## src/rtl/gpio6_pkg.sv

```systemverilog
package gpio6_pkg;
   localparam int SEL_W = 3;
   typedef enum logic [SEL_W-1:0] {
      SEL_DIR  = 3'd0,
      SEL_DATA = 3'd1,
      SEL_PINS = 3'd2,
      SEL_PULL = 3'd3,
      SEL_ODRN = 3'd4
   } gpio_sel_e;
endpackage

```

## src/rtl/gpio6_regs.sv

```systemverilog
module gpio6_regs import gpio6_pkg::*; #(
   parameter int PIN_W  = 6,
   parameter int DATA_W = 8
) (
   input  logic              clk,
   input  logic              rst_n,
   input  logic              hw_stby,
   input  logic              wr_en,
   input  logic [SEL_W-1:0]  sel,
   input  logic [DATA_W-1:0] wdata,
   input  logic [PIN_W-1:0]  pin_in,
   output logic [PIN_W-1:0]  dir_q,
   output logic [PIN_W-1:0]  dat_q,
   output logic [PIN_W-1:0]  pull_q,
   output logic [PIN_W-1:0]  odrn_q,
   output logic [DATA_W-1:0] rdata
);
   localparam int PAD_W = DATA_W - PIN_W;

   logic [PIN_W-1:0] wbits;
   logic             unused_wdata;
   assign wbits        = wdata[PIN_W-1:0];
   assign unused_wdata = ^wdata;

   always_ff @(posedge clk or negedge rst_n) begin
      if (!rst_n) begin
         dir_q  <= '0;
         dat_q  <= '0;
         pull_q <= '0;
         odrn_q <= '0;
      end else begin
         if (hw_stby)
            dir_q <= '0;
         else if (wr_en && sel == SEL_DIR)
            dir_q <= wbits;
         if (wr_en && sel == SEL_DATA) dat_q  <= wbits;
         if (wr_en && sel == SEL_PULL) pull_q <= wbits;
         if (wr_en && sel == SEL_ODRN) odrn_q <= wbits;
      end
   end

   generate
      if (PAD_W > 0) begin : g_pad
         always_comb begin
            unique case (sel)
               SEL_DIR:  rdata = '1;
               SEL_DATA: rdata = {{PAD_W{1'b0}}, dat_q};
               SEL_PINS: rdata = {{PAD_W{1'b0}}, pin_in};
               SEL_PULL: rdata = {{PAD_W{1'b0}}, pull_q};
               SEL_ODRN: rdata = {{PAD_W{1'b0}}, odrn_q};
               default:  rdata = '0;
            endcase
         end
      end else begin : g_nopad
         always_comb begin
            unique case (sel)
               SEL_DIR:  rdata = '1;
               SEL_DATA: rdata = dat_q;
               SEL_PINS: rdata = pin_in;
               SEL_PULL: rdata = pull_q;
               SEL_ODRN: rdata = odrn_q;
               default:  rdata = '0;
            endcase
         end
      end
   endgenerate
endmodule

```

## src/rtl/gpio6_claim.sv

```systemverilog
module gpio6_claim #(
   parameter int PIN_W   = 6,
   parameter int AEN_W   = 4,
   parameter int MODE_W  = 3,
   parameter int MODE_LO = 4,
   parameter int MODE_HI = 6
) (
   input  logic [MODE_W-1:0] mode,
   input  logic [AEN_W-1:0]  addr_en,
   output logic [PIN_W-1:0]  claim
);
   logic addr_mode;
   int   n_eff;

   assign addr_mode = (int'(mode) >= MODE_LO) && (int'(mode) <= MODE_HI);
   assign n_eff     = (int'(addr_en) > PIN_W) ? PIN_W : int'(addr_en);

   for (genvar i = 0; i < PIN_W; i++) begin : g_bit
      assign claim[i] = addr_mode && ((i + n_eff) >= PIN_W);
   end
endmodule

```

## src/rtl/gpio6_pin.sv

```systemverilog
module gpio6_pin (
   input  logic clk,
   input  logic rst_n,
   input  logic dir,
   input  logic dat,
   input  logic pull,
   input  logic odrn,
   input  logic claim,
   input  logic addr_bit,
   input  logic sw_stby,
   input  logic oe_stby,
   output logic out,
   output logic oe,
   output logic pu_en,
   output logic od_en
);
   logic hold_q;

   always_ff @(posedge clk or negedge rst_n) begin
      if (!rst_n)
         hold_q <= 1'b0;
      else if (!sw_stby)
         hold_q <= addr_bit;
   end

   always_comb begin
      if (claim) begin
         out   = sw_stby ? hold_q : addr_bit;
         oe    = !sw_stby || oe_stby;
         pu_en = 1'b0;
         od_en = 1'b0;
      end else begin
         out   = dat;
         oe    = dir && !(odrn && dat);
         pu_en = pull && !dir;
         od_en = odrn;
      end
   end
endmodule

```

## src/rtl/gpio6_port.sv

```systemverilog
module gpio6_port import gpio6_pkg::*; #(
   parameter int PIN_W   = 6,
   parameter int DATA_W  = 8,
   parameter int AEN_W   = 4,
   parameter int MODE_W  = 3,
   parameter int MODE_LO = 4,
   parameter int MODE_HI = 6
) (
   input  logic              clk,
   input  logic              rst_n,
   input  logic              hw_stby,
   input  logic              sw_stby,
   input  logic              oe_stby,
   input  logic [MODE_W-1:0] mode,
   input  logic [AEN_W-1:0]  addr_en,
   input  logic [PIN_W-1:0]  addr_out,
   input  logic              wr_en,
   input  logic [SEL_W-1:0]  sel,
   input  logic [DATA_W-1:0] wdata,
   output logic [DATA_W-1:0] rdata,
   input  logic [PIN_W-1:0]  pin_in,
   output logic [PIN_W-1:0]  pin_out,
   output logic [PIN_W-1:0]  pin_oe,
   output logic [PIN_W-1:0]  pin_pu,
   output logic [PIN_W-1:0]  pin_od
);
   if (PIN_W < 1 || PIN_W > DATA_W) begin : g_bad_width
      $error("gpio6_port: PIN_W must lie in 1..DATA_W");
   end
   if (MODE_LO > MODE_HI || MODE_HI >= (1 << MODE_W)) begin : g_bad_mode
      $error("gpio6_port: address mode window out of range");
   end

   logic [PIN_W-1:0] dir_q, dat_q, pull_q, odrn_q, claim_w;

   gpio6_regs #(.PIN_W(PIN_W), .DATA_W(DATA_W)) u_regs (
      .clk(clk), .rst_n(rst_n), .hw_stby(hw_stby), .wr_en(wr_en),
      .sel(sel), .wdata(wdata), .pin_in(pin_in),
      .dir_q(dir_q), .dat_q(dat_q), .pull_q(pull_q), .odrn_q(odrn_q),
      .rdata(rdata)
   );

   gpio6_claim #(.PIN_W(PIN_W), .AEN_W(AEN_W), .MODE_W(MODE_W),
                 .MODE_LO(MODE_LO), .MODE_HI(MODE_HI)) u_claim (
      .mode(mode), .addr_en(addr_en), .claim(claim_w)
   );

   for (genvar i = 0; i < PIN_W; i++) begin : g_pin
      gpio6_pin u_pin (
         .clk(clk), .rst_n(rst_n),
         .dir(dir_q[i]), .dat(dat_q[i]), .pull(pull_q[i]), .odrn(odrn_q[i]),
         .claim(claim_w[i]), .addr_bit(addr_out[i]),
         .sw_stby(sw_stby), .oe_stby(oe_stby),
         .out(pin_out[i]), .oe(pin_oe[i]), .pu_en(pin_pu[i]), .od_en(pin_od[i])
      );
   end
endmodule

```

## config.mk

```make
export PLATFORM = sky130hd
export DESIGN_NAME = gpio6_port
export DESIGN_NICKNAME = d
export VERILOG_FILES = /design/src/rtl/gpio6_pkg.sv /design/src/rtl/gpio6_regs.sv /design/src/rtl/gpio6_claim.sv /design/src/rtl/gpio6_pin.sv /design/src/rtl/gpio6_port.sv
export SDC_FILE = /design/constraint.sdc
export NUM_CORES = 1
export LEC_CHECK = 0
export BUFFER_PORTS_ARGS = -buffer_cell sky130_fd_sc_hd__clkbuf_2
export CAP_MARGIN = 10
export CORE_MARGIN = 1.5
export CORE_UTILIZATION = 46
export DETAILED_ROUTE_END_ITERATION = 8
export PLACE_DENSITY = 0.76
export SYNTH_ARGS = -nofsm -noshare
export SYNTH_HDL_FRONTEND = slang
export SYNTH_SLANG_ARGS = --single-unit
```

## constraint.sdc

```tcl
create_clock -name clk -period 2.75 [get_ports clk]
set_clock_uncertainty 0.2 [all_clocks]
set_input_delay 0.55 -clock clk [delete_from_list [all_inputs] [get_ports clk]]
set_output_delay 0.55 -clock clk [all_outputs]
set_load 0.01 [all_outputs]
```

# Yosys cells after proc, flatten, opt, wreduce, memory -nomap -nowiden
# Index checks and enable logic that the tools add are counted.
[word_totals]
regBits = 30
latch_bits = 0
mem_bits_rw = 0
romBits = 0
input_bits = 36
output_inout_bits = 32
word_cells = 107
n_memories = 0
[op_classes]
add_sub_neg = 5
multipliers = 0
div_mod_pow = 0
n_lt_le_gt_ge = 9
eq_ne = 4
shifts = 0
mux = 34
bitwise_logic = 0
n_reduce_logical = 45
[op_table]
columns = ["operator", "count"]
rows = [
  [">= comparator 32 x 4 -> 1 bit, second input constant", 6],
  ["adder 3 x 32 -> 32 bit, first input constant", 2],
  ["adder 4 x 32 -> 32 bit, first input constant", 2],
  ["case mux 8 bit (5 select lines)", 1],
  ["adder 2 x 32 -> 32 bit, first input constant", 1],
  ["two-way mux 1 bit", 30],
  ["logical AND 1 bit", 29],
  ["zero test 1 bit", 13],
  ["two-way mux 6 bit", 2],
  ["equality test 3 x 2 -> 1 bit, second input constant", 2],
  ["greater-than comparator 4 x 3 -> 1 bit, second input constant", 1],
  ["two-way mux 4 bit", 1],
  ["equality test 3 x 1 -> 1 bit, second input constant", 1],
  ["equality test 3 bit, second input constant", 1],
  [">= comparator 3 bit, second input constant", 1],
  ["less-or-equal comparator 3 bit, second input constant", 1],
  ["zero test 3 bit", 1],
  ["nonzero test 2 bit", 1],
  ["logical OR 1 bit", 1],
]

# Longest topological paths before layout
# Gate-level depths: netlist of run 1.
[depth]
ltp_word = 6
ltp_mapped = 9
mapped_depth_nobuf = 8

# Modules after synthesis
# From an unflattened synthesis of run 1, not the netlist that was laid out.
[hier_totals]
cells_unflattened = 163
hier_area_um2 = 1864.3
[by_module_without_submodules]
columns = ["mod", "instances", "cells_each", "area_each_um2"]
rows = [
  ["gpio6_regs", 1, 94, 1182.4],
  ["gpio6_pin", 6, 8, 91.3],
  ["gpio6_claim", 1, 21, 133.9],
]

# Worst setup path before layout of run 1
# OpenSTA, ideal clock, no wires.
[synth_timing]
path_type = "input to output"
startpoint = "in addr_en[1]"
endpoint = "out pin_out[1]"
arrival_time_ns = 2.136
path_slack_ns = -0.136
path_stages = 7
n_path_buf = 1
cell_sequence = "or2_2 > ha_1 > or3_1 > a32oi_1 > nor2_1 > mux2_4 > buf_4"
[synth_via]
elab_chain_len = 6
[synth_lines]
columns = ["item", "line_no", "rtl"]
rows = [
  ["start: declaration", "gpio6_port.sv:15", "input logic [AEN_W-1:0] addr_en,"],
  ["greater-than comparator 4 x 3 -> 1 bit", "gpio6_claim.sv:16", "assign n_eff = (int'(addr_en) > PIN_W) ? PIN_W : int'(addr_en);"],
  ["two-way mux 4 bit *", "gpio6_claim.sv:16", ""],
  ["adder 2 x 32 -> 32 bit *", "gpio6_claim.sv:19", "assign claim[i] = addr_mode && ((i + n_eff) >= PIN_W);"],
  [">= comparator 32 x 4 -> 1 bit *", "gpio6_claim.sv:19", ""],
  ["logical AND 1 bit *", "gpio6_claim.sv:19", ""],
  ["two-way mux 1 bit *", "gpio6_pin.sv:27", "if (claim) begin"],
  ["end: declaration", "gpio6_port.sv:22", "output logic [PIN_W-1:0] pin_out,"],
]
# Mark *: on every way between the ends. The rest lies on a longest branch, timed or not.

# Worst setup path after layout of run 1
# Same ends and word-level chain as after synthesis.

==> results of run 1 <==
==> per-layer routing <==
| layer | share of wire | track usage |
|---|---|---|
| met5 | 0 | 0 |
| met4 | 0.029 | 0.107 |
| met3 | 0.050 | 0.0534 |
| met2 | 0.50 | 0.348 |
| met1 | 0.42 | 0.262 |
==> power by group through the flow <==
stage	logic [mW]	registers [mW]	clock network (mW)
global route	0.508	0.576	0.361
CTS	0.438	0.566	0.340
finish	0.465	0.567	0.337
floorplan	0.335	0.555	0
detailed placement	0.414	0.574	0
global placement	0.407	0.571	0
==> registers in the layout (all words and copies together), names as in the netlist <==
register and count:
u_regs.odrn_q 6, u_regs.dir_q 6, g_pin.u_pin.hold_q 6, u_regs.dat_q 6
u_regs.pull_q 6
==> timing repair <==
item,4_1_cts,5_1_grt
resized for setup,18,32
setup endpoints to repair,17,20
buffers inserted,6,1
pin swaps,5,11
==> metrics by stage <==
step	cell area (um^2)	TNS, ns	power, mW	worst slack (ns)	util
6_report	2750	-0.893	1.37	-0.178	0.631
5_1_grt	2750	-2.08	1.44	-0.233	0.631
4_1_cts	2640	-0.800	1.34	-0.147	0.607
3_5_place_dp	2440	-1.26	0.988	-0.151	0.561
3_3_place_gp	2440	-1.09	0.978	-0.143	0.561
2_1_floorplan	2120	0	0.890	0.0173	-
==> worst max-delay path by stage <==
stage	from	endpoint	cells past startpoint
6_report	addr_en[1]	pin_out[1]	8
3_3_place_gp	addr_en[1]	pin_out[1]	8
3_5_place_dp	addr_en[3]	pin_out[5]	9
4_1_cts	addr_en[3]	pin_out[1]	9
2_1_floorplan	addr_en[1]	pin_out[1]	7
5_1_grt	addr_en[1]	pin_out[1]	8
==> critical path: stages <==
cell      delay (ns)
buf_8           0.10
or2_4           0.29
ha_4            0.17
or3_1           0.31
a32oi_2         0.24
nor2_4          0.09
mux2_4          0.30
clkbuf_2        0.12
==> synth_stat cells, types with 2 or more instances <==
cell type   n  area (um^2)
a21oi_1    14         70.1
a22o_1      6         52.6
and2_1      3         18.8
and3b_1     3         26.3
buf_2       3         15.0
buf_4      25          188
clkbuf_1    2         7.51
conb_1      2         7.51
dfrtp_1    30          751
ha_1       10          125
inv_1      10         37.5
mux2_2     28          315
mux2i_1    12          120
nand2_1    17         63.8
nand2b_1    2         12.5
nand3b_1    2         15.0
nor2_1      6         22.5
nor2b_1     4         25.0
nor3_1      2         10.0
nor3b_1     3         22.5
o21ai_0     6         30.0
o22ai_1     5         31.3
==> layout make-up <==
cell class / instances / area (um^2)
Tap cell: 52 / 65.1
Sequential cell: 30 / 751
Clock buffer: 5 / 68.8
Clock inverter: 2 / 10.0
Inverter: 10 / 37.5
Fill cell: 363 / 1610
Multi-Input combinational cell: 143 / 1240
Timing Repair Buffer: 91 / 579
==> kinds of logic after synthesis <==
logic type | Yosys count
AOI/OAI and AO/OA | 38
adders and majority gates | 10
buffers and inverters | 40
DFF | 30
muxes | 41
other | 2
and+or+nand+nor | 49
==> impl_metrics.py, run 1 <==
metrics = {
    "status": {
        "status": "finished, violations left",
        "violations": "negative setup slack",
    },
    "route": {
        "postRouteAntennaNets": 0,
        "routed_wl_um": 5220,
        "dr.pass1.iters": 4,
        "dr.first_iter.drc_count": 37,
        "vias": 1755,
        "wl_per_cell_um": 15.7,
        "drc_errors": 0,
        "routed_via_density": 5.27,
    },
    "floorplan": {
        "core_um2": 4350,
        "die_y_um": 70.5,
        "start_util": 0.481,
        "dieWidth_um": 70.5,
        "dieArea_um2": 4960,
        "ios": 68,
        "placementRows": 24,
    },
    "logic_synthesis": {
        "synth_cell_types": 37,
        "synthFlopType": "dfrtp_1",
        "synth_top_family_by_area": "multiplexers",
        "async_flop_share": 1.00,
        "ys_warn_count": 0,
        "synth_xor_xnor_area_share": 0,
        "synth.avg_cell_area_um2": 9.97,
        "synth-adder-area-share": 0.0598,
        "synth-edff-count": 0,
        "syn_area_um2": 2090,
        "synth-seq-area-share": 0.359,
        "ys_seq_elements": 30,
        "synthSimpleGateAreaFrac": 0.130,
        "synth.area.mux_share": 0.215,
        "synth_compound_area_frac": 0.114,
        "netlist_instances": 210,
    },
    "global_route": {
        "grt_pass1_wl_um": 8270,
        "antenna_found_initial": 0,
        "grt_max_degree": 31,
        "grt.overflow.total": 0,
        "gr-usage-all-layers": 0.214,
        "grt_pass1_vias": 1804,
    },
    "clocking": {
        "clk_path_buf_depth": 2,
        "clkTransAtPathRegs_ns": 0.06,
        "numClockSinks": 30,
        "cts-root-buf": "clkbuf_8",
        "cts_made_buffers": 5,
        "cts_tree": "built",
        "cts_hold_buf": 0,
        "cts_htree_levels": 2,
        "insertion_delay_ns": 0.28,
    },
    "power_and_ir_drop": {
        "leakage_nw": 1.37,
        "intPower_mw": 0.927,
        "p_per_area_nw_per_um2": 498,
        "p_sw_mw": 0.441,
        "power_frac_comb": 0.339,
        "power_frac_clock": 0.246,
        "seqPwrFrac": 0.414,
        "irDropWorstVdd_uv": 369,
        "switching_share": 0.322,
    },
    "place": {
        "dp_hpwl_um": 3680,
        "place.gp.congestion": 0.859,
        "dp.cells": 319,
        "io_buffers": 65,
    },
    "worst_setup_path": {
        "rr_worst_depth": 1,
        "path_class": "input port to output port",
        "required_ns": 2.00,
        "rrSetupSlack_ns": 1.75,
        "arrival_ns": 2.18,
        "start_kind": "input port",
        "cp_max_fo": 5,
        "worstReg2RegEnd": "u_regs.dat_q[5]$_DFFE_PN0P_",
        "cp-end-kind": "output port",
        "timing.rr.start": "u_regs.dat_q[5]$_DFFE_PN0P_",
    },
    "timing": {
        "setup_slack_ns": -0.178,
        "drv_slew": 0,
        "period_share": 1.06,
        "fin_crit_ns": 2.93,
        "rsz0062_at_grt": "yes",
        "max_freq_mhz": 341,
        "fin_hold_ws_ns": 0.121,
        "setup_viol": 11,
        "maxSlewHeadroom": 0.497,
        "tightest_slew_ns": 0.754,
        "finalHoldViolCount": 0,
    },
    "worst_hold_path": {
        "hp-class": "input port to async pin",
    },
    "final_layout": {
        "areaGrowthSynthToFinish_pct": 31.3,
        "instances_no_fill": 333,
        "mostFrequentLayoutCells": "clkbuf_2, dfrtp_1, mux2_2",
        "final_layout_size_suffix_gt1_frac": 0.534,
        "nets": 327,
        "antennaDiodeCount": 0,
        "layout_commonest_cell": "clkbuf_2",
    },
    "flow_run": {
        "max_cap_viol_count": 0,
    },
}
(Power assumes the default switching activity.)
==> inputs of run 2 (changes only) <==
CORE_ASPECT_RATIO = 0.8   (was unset)
SKIP_LAST_GASP = 1   (was unset)
TNS_END_PERCENT = 1   (was unset)
==> run 2 against run 1 <==
  * Register-to-register slack about the same
  * Final cell count down 1.5%
  * Power down 2.9%
  * Setup slack better by 0.017 ns
  * Global-route usage about the same
  * Hold slack worse by 0.0025 ns
  * Clock power up 4%
  * The run still ends with negative setup slack left
  * Die area about the same
  * Critical path type unchanged
  * Critical endpoint unchanged
  * Non-clock buffer count down 9
  * Sequential share of layout area up 2.5 points
  * Flip-flop and latch count unchanged
==> impl_metrics.py, run 2 (same netlist as run 1, synthesis figures left out) <==
metrics = {
    "timing": {
        "tightest_slew_ns": 0.739,
        "setup_viol": 15,
        "maxSlewHeadroom": 0.507,
        "drv_slew": 0,
        "fin_hold_ws_ns": 0.118,
        "fin_crit_ns": 2.91,
        "rsz0062_at_grt": "yes",
        "setup_slack_ns": -0.162,
        "period_share": 1.06,
        "finalHoldViolCount": 0,
        "max_freq_mhz": 343,
    },
    "floorplan": {
        "placementRows": 21,
        "core_um2": 4280,
        "die_y_um": 63.3,
        "ios": 68,
        "dieArea_um2": 4970,
        "dieWidth_um": 78.4,
        "start_util": 0.489,
    },
    "status": {
        "violations": "negative setup slack",
        "status": "finished, violations left",
    },
    "power_and_ir_drop": {
        "p_per_area_nw_per_um2": 527,
        "total_power_mw": 1.33,
        "leakage_nw": 1.28,
        "irDropWorstVdd_uv": 380,
    },
    "worst_setup_path": {
        "required_ns": 2.00,
        "worstReg2RegEnd": "u_regs.odrn_q[3]$_DFFE_PN0P_",
        "crit_start": "addr_en[2]",
        "crit_path_top_delay_cell": "or3_1",
        "timing.rr.start": "u_regs.odrn_q[3]$_DFFE_PN0P_",
        "critical_path.max_stage_delay_ns": 0.30,
        "rr_worst_depth": 1,
        "start_kind": "input port",
        "path_class": "input port to output port",
        "rrSetupSlack_ns": 1.76,
        "cp_max_fo": 4,
        "crit_top_cell": "clkbuf_2",
        "arrival_ns": 2.16,
        "cp-end-kind": "output port",
        "crit_chain": "clkbuf_2 > nand2_1 > nand3b_1 > inv_2 > ha_4 > or3_1 > a32oi_1 > nor2_2 > mux2_4 > clkbuf_2",
    },
    "route": {
        "routed_wl_um": 4880,
        "dr.first_iter.drc_count": 58,
        "routed_via_density": 5.12,
        "drc_errors": 0,
        "wl_per_cell_um": 14.9,
        "vias": 1680,
        "postRouteAntennaNets": 0,
        "dr.pass1.iters": 6,
    },
    "clocking": {
        "clk_path_buf_depth": 2,
        "numClockSinks": 30,
        "insertion_delay_ns": 0.28,
        "cts-root-buf": "clkbuf_8",
        "cts_made_buffers": 5,
        "cts_htree_levels": 2,
        "clkTransAtPathRegs_ns": 0.06,
        "cts_tree": "built",
        "cts_hold_buf": 0,
    },
    "worst_hold_path": {
        "hp-class": "input port to async pin",
    },
    "global_route": {
        "gr-usage-all-layers": 0.214,
        "antenna_found_initial": 0,
        "grt.overflow.total": 0,
        "grt_pass1_vias": 1710,
        "grt_max_degree": 31,
        "grt_pass1_wl_um": 8100,
    },
    "final_layout": {
        "antennaDiodeCount": 0,
        "layout_commonest_cell": "clkbuf_2",
        "final_layout_size_suffix_gt1_frac": 0.461,
        "mostFrequentLayoutCells": "clkbuf_2, dfrtp_1, mux2_2",
        "areaGrowthSynthToFinish_pct": 20.4,
        "nets": 318,
    },
    "place": {
        "dp_slack_ns": -0.203,
        "place.gp.congestion": 0.925,
        "io_buffers": 65,
        "dp_hpwl_um": 3780,
    },
    "flow_run": {
        "max_cap_viol_count": 0,
    },
}
## run 2: cell count changes in the layout (fill, tap and decap cells not counted), sizes merged
cell and delta:
buf -22, clkbuf +14, clkinv -2
## run 2: stage by stage
stage / util / TNS [ns] / instances / area, um^2
3_5_place_dp: 0.569 / -1.48 / 322 / 2440
4_1_cts: 0.589 / -1.10 / 328 / 2520
2_1_floorplan: - / -0.0122 / 213 / 2120
3_3_place_gp: 0.569 / -1.17 / 322 / 2440
6_report: 0.589 / -1.10 / 328 / 2520
5_1_grt: 0.589 / -3.06 / 328 / 2520
## run 2: worst max path at each step
stage,to,slack [ns],depth (start not counted)
2_1_floorplan,pin_out[0],-0.01,7
3_3_place_gp,pin_out[0],-0.16,10
3_5_place_dp,pin_out[0],-0.20,10
4_1_cts,pin_out[1],-0.17,10
5_1_grt,pin_out[1],-0.25,10
6_report,pin_out[1],-0.16,10
## run 2: power breakdown
group | internal (mW) | total, mW | switching [mW]
registers | 0.511 | 0.568 | 0.0572
logic | 0.212 | 0.412 | 0.200
clock network | 0.192 | 0.349 | 0.156
total | 0.916 | 1.33 | 0.413
## run 2: cell type report
type | count | area (um^2)
Clock buffer | 6 | 82.6
Multi-Input combinational cell | 143 | 1130
Fill cell | 365 | 1760
Inverter | 10 | 37.5
Tap cell | 57 | 71.3
Sequential cell | 30 | 751
Timing Repair Buffer | 82 | 453
## run 2: layer usage
| metal | part of all wire | wire [um] | track usage |
|---|---|---|---|
| met3 | 0.049 | 238 | 0.0464 |
| met2 | 0.48 | 2360 | 0.362 |
| met5 | 0 | 0 | 0 |
| met4 | 0.011 | 55 | 0.0625 |
| met1 | 0.46 | 2230 | 0.275 |
## run 2: timing repair
action,4_1_cts,5_1_grt
pin swaps,1,3
endpoints found under the setup margin,15,20
buffers inserted,0,0
cloned,0,0
resized for setup,3,0
## run 2: worst max-delay path: cells and delay by family
| kind | cells | cell delay (ns) |
|---|---|---|
| and+or+nand+nor | 4 | 0.63 |
| buffers and inverters | 3 | 0.31 |
| muxes | 1 | 0.30 |
| AOI/OAI and AO/OA | 1 | 0.21 |
| adders and majority gates | 1 | 0.16 |
